==> src/rtl/sxc_channel.sv <==
module sxc_channel #(
  parameter int CHAN_ID = 0,
  parameter int NDEV    = 3,
  parameter int AW      = 5
) (
  input  logic            clk,
  input  logic            rst_n,
  input  logic            bus_wr,
  input  logic [AW-1:0]   bus_addr,
  input  logic [31:0]     bus_wdata,
  output logic [31:0]     bus_rdata,
  input  logic            evt_exi,
  input  logic            evt_ins,
  input  logic            dev1_present,
  output logic [NDEV-1:0] cs_sel,
  output logic [NDEV-1:0] cs_notify,
  output logic            imm_req,
  output logic [1:0]      imm_dir,
  output logic [7:0]      imm_tx,
  input  logic            imm_ack,
  input  logic [7:0]      imm_rx,
  output logic            dma_req,
  output logic            dma_wr,
  output logic [31:0]     dma_addr,
  output logic [31:0]     dma_len,
  input  logic            dma_done,
  input  logic            dev_delay,
  input  logic            dev_cmpl,
  output logic            irq
);
  localparam bit HAS_EXT = (CHAN_ID < 2);
  localparam bit HAS_ROM = (CHAN_ID == 0);
  localparam int CS_LSB  = 16;
  localparam logic [AW-1:0] OFS_ST = AW'(5'h00);
  localparam logic [AW-1:0] OFS_DA = AW'(5'h04);
  localparam logic [AW-1:0] OFS_DL = AW'(5'h08);
  localparam logic [AW-1:0] OFS_CT = AW'(5'h0C);
  localparam logic [AW-1:0] OFS_IM = AW'(5'h10);

  typedef enum logic [1:0] {S_IDLE, S_IMM, S_DMA, S_WAIT} xfer_e;

  xfer_e            state;
  logic [1:0]       bcnt;
  logic             exi_p, exi_m, tc_p, tc_m, ext_p, ext_m, rom_d;
  logic [2:0]       clk_s;
  logic [NDEV-1:0]  cs;
  logic [31:0]      dma_a, dma_l, imm_d;
  logic             ctl_start, ctl_dma, ctl_err;
  logic [1:0]       ctl_dir, ctl_len;

  wire idle  = (state == S_IDLE);
  wire wr_st = bus_wr && bus_addr == OFS_ST;
  wire wr_da = bus_wr && bus_addr == OFS_DA && idle;
  wire wr_dl = bus_wr && bus_addr == OFS_DL && idle;
  wire wr_ct = bus_wr && bus_addr == OFS_CT && idle;
  wire wr_im = bus_wr && bus_addr == OFS_IM && idle;
  wire [NDEV-1:0] wcs = bus_wdata[CS_LSB +: NDEV];

  wire launch = wr_ct && bus_wdata[0] && (|cs);
  wire bad    = bus_wdata[1] ? bus_wdata[3] : (bus_wdata[3:2] == 2'b11);
  wire last   = (state == S_IMM && imm_ack && bcnt == ctl_len) ||
                (state == S_DMA && dma_done);
  wire finish = (last && !dev_delay) || (state == S_WAIT && dev_cmpl);
  wire rd_lane = (state == S_IMM) && imm_ack && (ctl_dir != 2'd1);

  assign cs_sel   = cs;
  assign imm_req  = (state == S_IMM);
  assign imm_dir  = ctl_dir;
  assign imm_tx   = imm_d[{~bcnt, 3'b000} +: 8];
  assign dma_req  = (state == S_DMA);
  assign dma_wr   = ctl_dir[0];
  assign dma_addr = dma_a;
  assign dma_len  = dma_l;
  assign irq      = (exi_p & exi_m) | (tc_p & tc_m) | (ext_p & ext_m);

  always_comb begin
    bus_rdata = '0;
    case (bus_addr)
      OFS_ST: begin
        bus_rdata[5:0]           = {ext_m, ext_p, tc_m, tc_p, exi_m, exi_p};
        bus_rdata[8:6]           = clk_s;
        bus_rdata[9]             = (CHAN_ID == 2) ? 1'b0 : dev1_present;
        bus_rdata[10]            = rom_d;
        bus_rdata[CS_LSB +: NDEV] = cs;
      end
      OFS_DA:  bus_rdata = dma_a;
      OFS_DL:  bus_rdata = dma_l;
      OFS_CT:  bus_rdata = {ctl_err, 25'd0, ctl_len, ctl_dir, ctl_dma, ctl_start};
      OFS_IM:  bus_rdata = imm_d;
      default: bus_rdata = '0;
    endcase
  end

  always_ff @(posedge clk or negedge rst_n) begin
    if (!rst_n) begin
      state <= S_IDLE; bcnt <= '0;
      exi_p <= 1'b0; exi_m <= 1'b0; tc_p <= 1'b0; tc_m <= 1'b0;
      ext_p <= 1'b0; ext_m <= 1'b0; rom_d <= 1'b0; clk_s <= '0;
      cs <= '0; cs_notify <= '0;
      dma_a <= '0; dma_l <= '0; imm_d <= '0;
      ctl_start <= 1'b0; ctl_dma <= 1'b0; ctl_err <= 1'b0;
      ctl_dir <= '0; ctl_len <= '0;
    end else begin
      cs_notify <= '0;
      if (evt_exi) exi_p <= 1'b1;
      else if (wr_st && bus_wdata[0]) exi_p <= 1'b0;
      if (finish) tc_p <= 1'b1;
      else if (wr_st && bus_wdata[2]) tc_p <= 1'b0;
      if (HAS_EXT) begin
        if (evt_ins) ext_p <= 1'b1;
        else if (wr_st && bus_wdata[4]) ext_p <= 1'b0;
      end
      if (wr_st) begin
        exi_m <= bus_wdata[1];
        tc_m  <= bus_wdata[3];
        clk_s <= bus_wdata[8:6];
        if (HAS_EXT) ext_m <= bus_wdata[5];
        if (HAS_ROM) rom_d <= bus_wdata[10];
        cs        <= wcs;
        cs_notify <= cs ^ wcs;
      end
      if (wr_da) dma_a <= bus_wdata;
      if (wr_dl) dma_l <= bus_wdata;
      if (wr_im) imm_d <= bus_wdata;
      else if (rd_lane) imm_d[{~bcnt, 3'b000} +: 8] <= imm_rx;

      if (wr_ct) begin
        ctl_start <= bus_wdata[0] && !(launch && bad);
        ctl_dma   <= bus_wdata[1];
        ctl_dir   <= bus_wdata[3:2];
        ctl_len   <= bus_wdata[5:4];
        ctl_err   <= (ctl_err && !bus_wdata[31]) || (launch && bad);
      end else if (finish) begin
        ctl_start <= 1'b0;
      end

      case (state)
        S_IDLE: if (launch && !bad) begin
          state <= bus_wdata[1] ? S_DMA : S_IMM;
          bcnt  <= '0;
        end
        S_IMM: if (imm_ack) begin
          bcnt <= bcnt + 2'd1;
          if (bcnt == ctl_len) state <= dev_delay ? S_WAIT : S_IDLE;
        end
        S_DMA:  if (dma_done) state <= dev_delay ? S_WAIT : S_IDLE;
        S_WAIT: if (dev_cmpl) state <= S_IDLE;
        default: state <= S_IDLE;
      endcase
    end
  end

  p_one_xfer_r8: assert property (@(posedge clk) disable iff (!rst_n)
    !(imm_req && dma_req));
  p_dma_hold_r8: assert property (@(posedge clk) disable iff (!rst_n)
    (dma_req && !dma_done) |=> dma_req);
  p_tc_clear_r2: assert property (@(posedge clk) disable iff (!rst_n)
    (wr_st && bus_wdata[2] && !finish) |=> !tc_p);
  p_complete_r9: assert property (@(posedge clk) disable iff (!rst_n)
    finish |=> (tc_p && !ctl_start && idle));
  p_notify_r5: assert property (@(posedge clk) disable iff (!rst_n)
    (|cs_notify) |-> $past(wr_st));
  p_illegal_r10: assert property (@(posedge clk) disable iff (!rst_n)
    (launch && bad) |=> (ctl_err && !ctl_start && idle));
  p_busy_r11: assert property (@(posedge clk) disable iff (!rst_n)
    (!idle && bus_wr && bus_addr == OFS_CT) |=> $stable({ctl_dma, ctl_dir, ctl_len}));
endmodule

==> config.mk <==
export PLATFORM = sky130hd
export DESIGN_NAME = sxc_channel
export DESIGN_NICKNAME = d
export VERILOG_FILES = /design/src/rtl/sxc_channel.sv
export SDC_FILE = /design/constraint.sdc
export NUM_CORES = 1
export LEC_CHECK = 0
export BUFFER_PORTS_ARGS = -buffer_cell sky130_fd_sc_hd__buf_2
export CAP_MARGIN = 20
export CORE_MARGIN = 2
export CORE_UTILIZATION = 35
export CTS_BUF_LIST = sky130_fd_sc_hd__clkbuf_8 sky130_fd_sc_hd__clkbuf_16
export CTS_CLUSTER_SIZE = 20
export DETAILED_ROUTE_END_ITERATION = 10
export GPL_ROUTABILITY_DRIVEN = 0
export SLEW_MARGIN = 5
export SYNTH_ARGS = -nofsm -noshare
export SYNTH_HDL_FRONTEND = slang
export SYNTH_SLANG_ARGS = --single-unit
==> constraint.sdc <==
create_clock -name clk -period 2.01 [get_ports clk]
set_input_delay 0.1005 -clock clk [delete_from_list [all_inputs] [get_ports clk]]
set_output_delay 0.1005 -clock clk [all_outputs]
set_load 0.005 [all_outputs]
; Word-level counts from Yosys, hierarchy flattened
; Index checks and enable logic that the tools add are counted.
[op_classes]
addsub = 2
mul = 0
n_div = 0
magnitude_cmp = 0
n_eq_ne = 15
shift = 3
muxes = 28
n_bitwise = 7
reduce_logical = 42
[ops]
columns = operator, count
row1 = 32-bit two-way mux, 2
row2 = 11-bit one-hot mux with 5 select lines, 1
row3 = 13-bit one-hot mux with 4 select lines, 1
row4 = 32-bit bitwise mux, 1
row5 = "8-bit by 7-bit variable shift with 32-bit output, first input constant", 1
row6 = 32-bit by 6-bit indexed part select with 8-bit output, 1
row7 = 8-bit by 7-bit indexed part select with 32-bit output, 1
row8 = 1-bit logical AND, 24
row9 = 2-bit two-way mux, 9
row10 = 5-bit one-hot mux with 3 select lines, 1
row11 = 3-bit one-hot mux with 4 select lines, 1
row12 = 2-bit nonzero test, 6
row13 = "5-bit by 4-bit equality test with 1-bit output, second input constant", 2
row14 = "2-bit by 1-bit != test with 1-bit output, second input constant", 5
row15 = 1-bit two-way mux, 9
row16 = 2-bit one-hot mux with 4 select lines, 1
row17 = 5-bit negation with 7-bit output, 1
row18 = "2-bit equality test, second input constant", 3
row19 = "5-bit by 3-bit equality test with 1-bit output, second input constant", 1
row20 = "5-bit equality test, second input constant", 1
row21 = 5-bit logical NOT, 1
row22 = 5-bit AND reduction, 1
row23 = 1-bit logical NOT, 4
row24 = 2-bit one-hot mux with 2 select lines, 1
row25 = 13 further kinds, 18
[totals]
ff_bits = 123
latch_bits = 0
ram_bits = 0
mem_bits_ro = 0
in_bits = 55
memories = 0

; Depth between registers and ports, before layout
[logic_depth]
ltp_word = 9
mapped_depth = 9

; Worst setup path after synthesis
; No wires, ideal clock.
[synth_path]
path_kind = flip-flop to flip-flop
startpoint = register state[0]
endpoint = register dma_a[10], in the netlist dma_addr[10]
setup_ns = 0.125
arrival_ns = 1.942
setup_slack_ns = -0.057
path_stages_with_launch = 8
cell_sequence = dfrtp_1 > inv_1 > ha_1 > buf_1 > nand2_1 > nor3_1 > buf_2 > mux2_2
[synth_via]
elab_chain_cells = 2
[synth_rtl]
columns = element, line_no
row1 = start: declaration, 42  ; xfer_e state;
row2 = start signal: assignment, 139  ; state <= bus_wdata[1] ? S_DMA : S_IMM;
row3 = start signal: assignment, 144  ; if (bcnt == ctl_len) state <= dev_delay ? S_WAIT : S_IDLE;
row4 = start signal: assignment, 146  ; S_DMA: if (dma_done) state <= dev_delay ? S_WAIT : S_IDLE;
row5 = 2-bit logical NOT, 51  ; wire idle = (state == S_IDLE);
row6 = 1-bit logical AND, 53  ; wire wr_da = bus_wr && bus_addr == OFS_DA && idle;
row7 = end signal: assignment, 122  ; if (wr_da) dma_a <= bus_wdata;
row8 = end: declaration, 47  ; logic [31:0] dma_a, dma_l, imm_d;
; No other way between the ends.
; A chain may end at the register's enable or synchronous reset.

; Final worst setup path
[layout_path]
startpoint = register state[0]
endpoint = register imm_d[12]
[layout_via]
elab_chain_cells = 4
elab_cells_between_ends = 7
cone_classes = eq/ne: 1 / mux: 1 / reduce/logical: 5
[layout_rtl]
columns = element, line_no
row1 = 2-bit by 1-bit equality test with 1-bit output, 64  ; wire rd_lane = (state == S_IMM) && imm_ack && (ctl_dir != 2'd1);
row2 = 1-bit logical AND (2 in series), 64
row3 = 2-bit nonzero test (no source line), --
row4 = end signal: assignment, 124  ; if (wr_im) imm_d <= bus_wdata;
row5 = end signal: indexed assignment, 125  ; else if (rd_lane) imm_d[{~bcnt, 3'b000} +: 8] <= imm_rx;
row6 = end: declaration, 47
; Several ways; a longest one is shown, not always the timed one.

==> results.yml <==
worst_setup_path:
  crit_path_end_kind: "flop"
  worstPathArrival_ns: 2.31
  required_ns: 2.37
  path_class: "flop to flop"
  crit_path_start_kind: "flop"
  crit_path_max_fanout: 8
floorplan:
  dieWidth_um: 135.7
  core-area_um2: 17120
  die_h_um: 135.7
  start_util_pct: 35.48
  die_area_um2: 18420
  fp-row-count: 48
  io_pins: 171
sta:
  relSlewSlack_pct: 59.47
  clock.fmax_ghz: 0.5127
  tightest_slew_ns: 0.6079
  period_share_pct: 97.04
  finalClockSkew_ns: 0.01162
  finalSetupViolations: 0
  hold_viol_final: 0
  whs_ns: 0.02117
  drv_slew: 0
  rsz0062_at_grt: "yes"
  period_needed_ns: 1.950
cts:
  worstSkewPairLatency_ns: 0.43
  clk_pin_slew_worst_paths_ns: 0.06
  htreeDepth: 4
  cts-root-buf: "clkbuf_16"
  cts_tree: "built"
  clock-sinks: 123
  cts-buffers-inserted: 17
  max-clock-path-buffers: 2
global_routing:
  grt-ovfl-total: 0
  first_global_vias: 5277
  grt_max_degree: 47
  grt_antenna_before_repair: 0
  grt_pass1_wl_um: 29880
  grt.total_usage_pct: 21.76
route:
  via_count: 5314
  drc_errors: 0
  vias_per_cell: 5.467
  first_pass_iters: 6
  drt_iter0_drc: 527
  wl_per_cell_um: 20.53
  routed_wl_um: 19960
  antenna_left: 0
logic_synthesis:
  yosys.cell_types.count: 43
  netlist_area_um2: 6073
  syn_avg_cell_area_um2: 11.98
  synthCells: 507
  synth.top_cell.area_share_pct: 50.68
  synthTopCellsByCount: "123 x dfrtp_1, 80 x mux2_2, 40 x nand2_1"
  synth_top_area_cell: "dfrtp_1"
  synthTopCellsByArea: "dfrtp_1 51%, mux2_2 15%, a222oi_1 5.8%"
  yosysMostFrequentCell: "dfrtp_1"
  yosysWarnings: 0
  synth_nets: 571
  synth_seq_cells: 123
  yosys_most_used_dff: "dfrtp_1"
  synth_edf_count: 0
  synth_seq_area_share_pct: 50.68
  async_reset_ff_share_pct: 100.0
final_layout:
  final_util_pct: 49.17
  finalNetCount: 798
  n_antenna_cell: 0
  areaGrowthSynthToFinish_pct: 38.57
  nFillCells: 1592
  final_area_um2: 8416
  drive_gt1_share_pct: 45.38
job:
  maxCapViolations: 0
placement:
  port-buffer-count: 170
  dpl_cell_area_um2: 7377
  dpl.hpwl_um: 14460
pwr:
  power_density_nw_per_um2: 1185
  ir_drop_v: 0.0007829
  leakagePower_nw: 4.560
min_path:
  hp-class: "input port to flop"
status:
  status: "completed"
[layout by cell type (no fill, tap or decap), types with 17 or more instances in the layout]
master / count
a21o_1: 27
inv_1: 33
dfrtp_1: 123
dlygate4sd3_1: 38
a222oi_1: 35
nand2_1: 40
buf_2: 169
mux2_2: 80
clkbuf_16: 17
buf_4: 28
[kinds of logic (layout without fill, tap and decap cells)]
| group | after synthesis | after routing | share of synthesized area, % |
|---|---|---|---|
| AO/OA/AOI/OAI | 116 | 116 | 15.41 |
| XOR/XNOR | 5 | 5 | 0.7212 |
| adder cells (fa/ha/maj) | 9 | 9 | 1.854 |
| buffers and inverters | 69 | 309 | 4.759 |
| flip-flops | 123 | 123 | 50.68 |
| multiplexers | 95 | 95 | 18.95 |
| AND/OR/NAND/NOR | 90 | 90 | 7.623 |
[power by group]
part / switching (W) / total [W] / internal [W]
clock: 0.00116 / 0.00310 / 0.00194
sequential: 0.000701 / 0.00392 / 0.00322
combinational: 0.00135 / 0.00296 / 0.00161
total: 0.00320 / 0.00997 / 0.00677
[metrics by stage]
stage | TNS (ns) | power (W) | setup slack (ns) | std cells
after global placement | -0.6843 | 0.006656 | -0.09154 | 901
after CTS | -1.079 | 0.009998 | -0.09984 | 971
after global routing | -0.1444 | 0.01052 | -0.01784 | 972
after detailed placement | -1.468 | 0.006795 | -0.1459 | 901
after floorplan | 0 | 0.005328 | 0.06758 | 507
final | 0 | 0.009971 | 0.05956 | 972
[worst paths after layout]
| check | slack [ns] | to | cells after the start | start |
|---|---|---|---|---|
| setup / recovery | 0.06 | imm_d[12] | 8 | state[0] |
| hold / removal | 0.02 | cs_sel[0] | 2 | bus_wdata[16] |
| setup reg to reg | 0.06 | imm_d[12] | 8 | state[0] |
| hold reg to reg | 0.51 | clk_s[0] | 1 | clk_s[0] |
| max in group asynchronous | 1.07 | dma_len[29] | 3 | rst_n |
| min in group asynchronous | 0.22 | dma_addr[5] | 2 | rst_n |
[metal layers]
metal / up-vias / wire [um] / GRT usage, %
met3: 30 / 1235 / 4.115
met5: - / 0 / 0
met4: 0 / 379 / 7.870
met1: 2685 / 8393 / 27.89
li1: 2384 / - / -
met2: 215 / 9949 / 36.73
[critical path: stages (launching register included)]
cell and delay, ns:
dfrtp_1 0.43, inv_2 0.08, ha_1 0.23, nand2_1 0.18, nor3_4 0.08, buf_12 0.14
a21oi_2 0.46, a22o_1 0.23, a21o_1 0.08
[sequential cells by signal, indices dropped and copies added (netlist names), 2 cells and up]
| register | count |
|---|---|
| state | 2 |
| imm_d | 32 |
| cs_notify | 3 |
| dma_len | 32 |
| bcnt | 2 |
| imm_dir | 2 |
| dma_addr | 32 |
| cs_sel | 3 |
| ctl_len | 2 |
| clk_s | 3 |
[layout make-up]
class	count	area [um^2]	share of cell area, %
clock inverters	15	175.2	2.081
clock buffers	17	425.4	5.055
well taps	225	281.5	3.345
inverters	35	131.4	1.561
repair buffers	242	1568	18.63
multi-input cells	315	2756	32.75
flip-flops and latches	123	3078	36.57
[timing repair]
| item | in CTS | in global routing |
|---|---|---|
| hold buffers | 38 | 0 |
| buffers inserted | 0 | 1 |
| hold endpoints to repair | 122 | 0 |
| resized for setup | 3 | 9 |
| pin swaps | 0 | 3 |
| setup endpoints to repair | 24 | 28 |
Note: power is estimated with default switching activity, not from simulation.
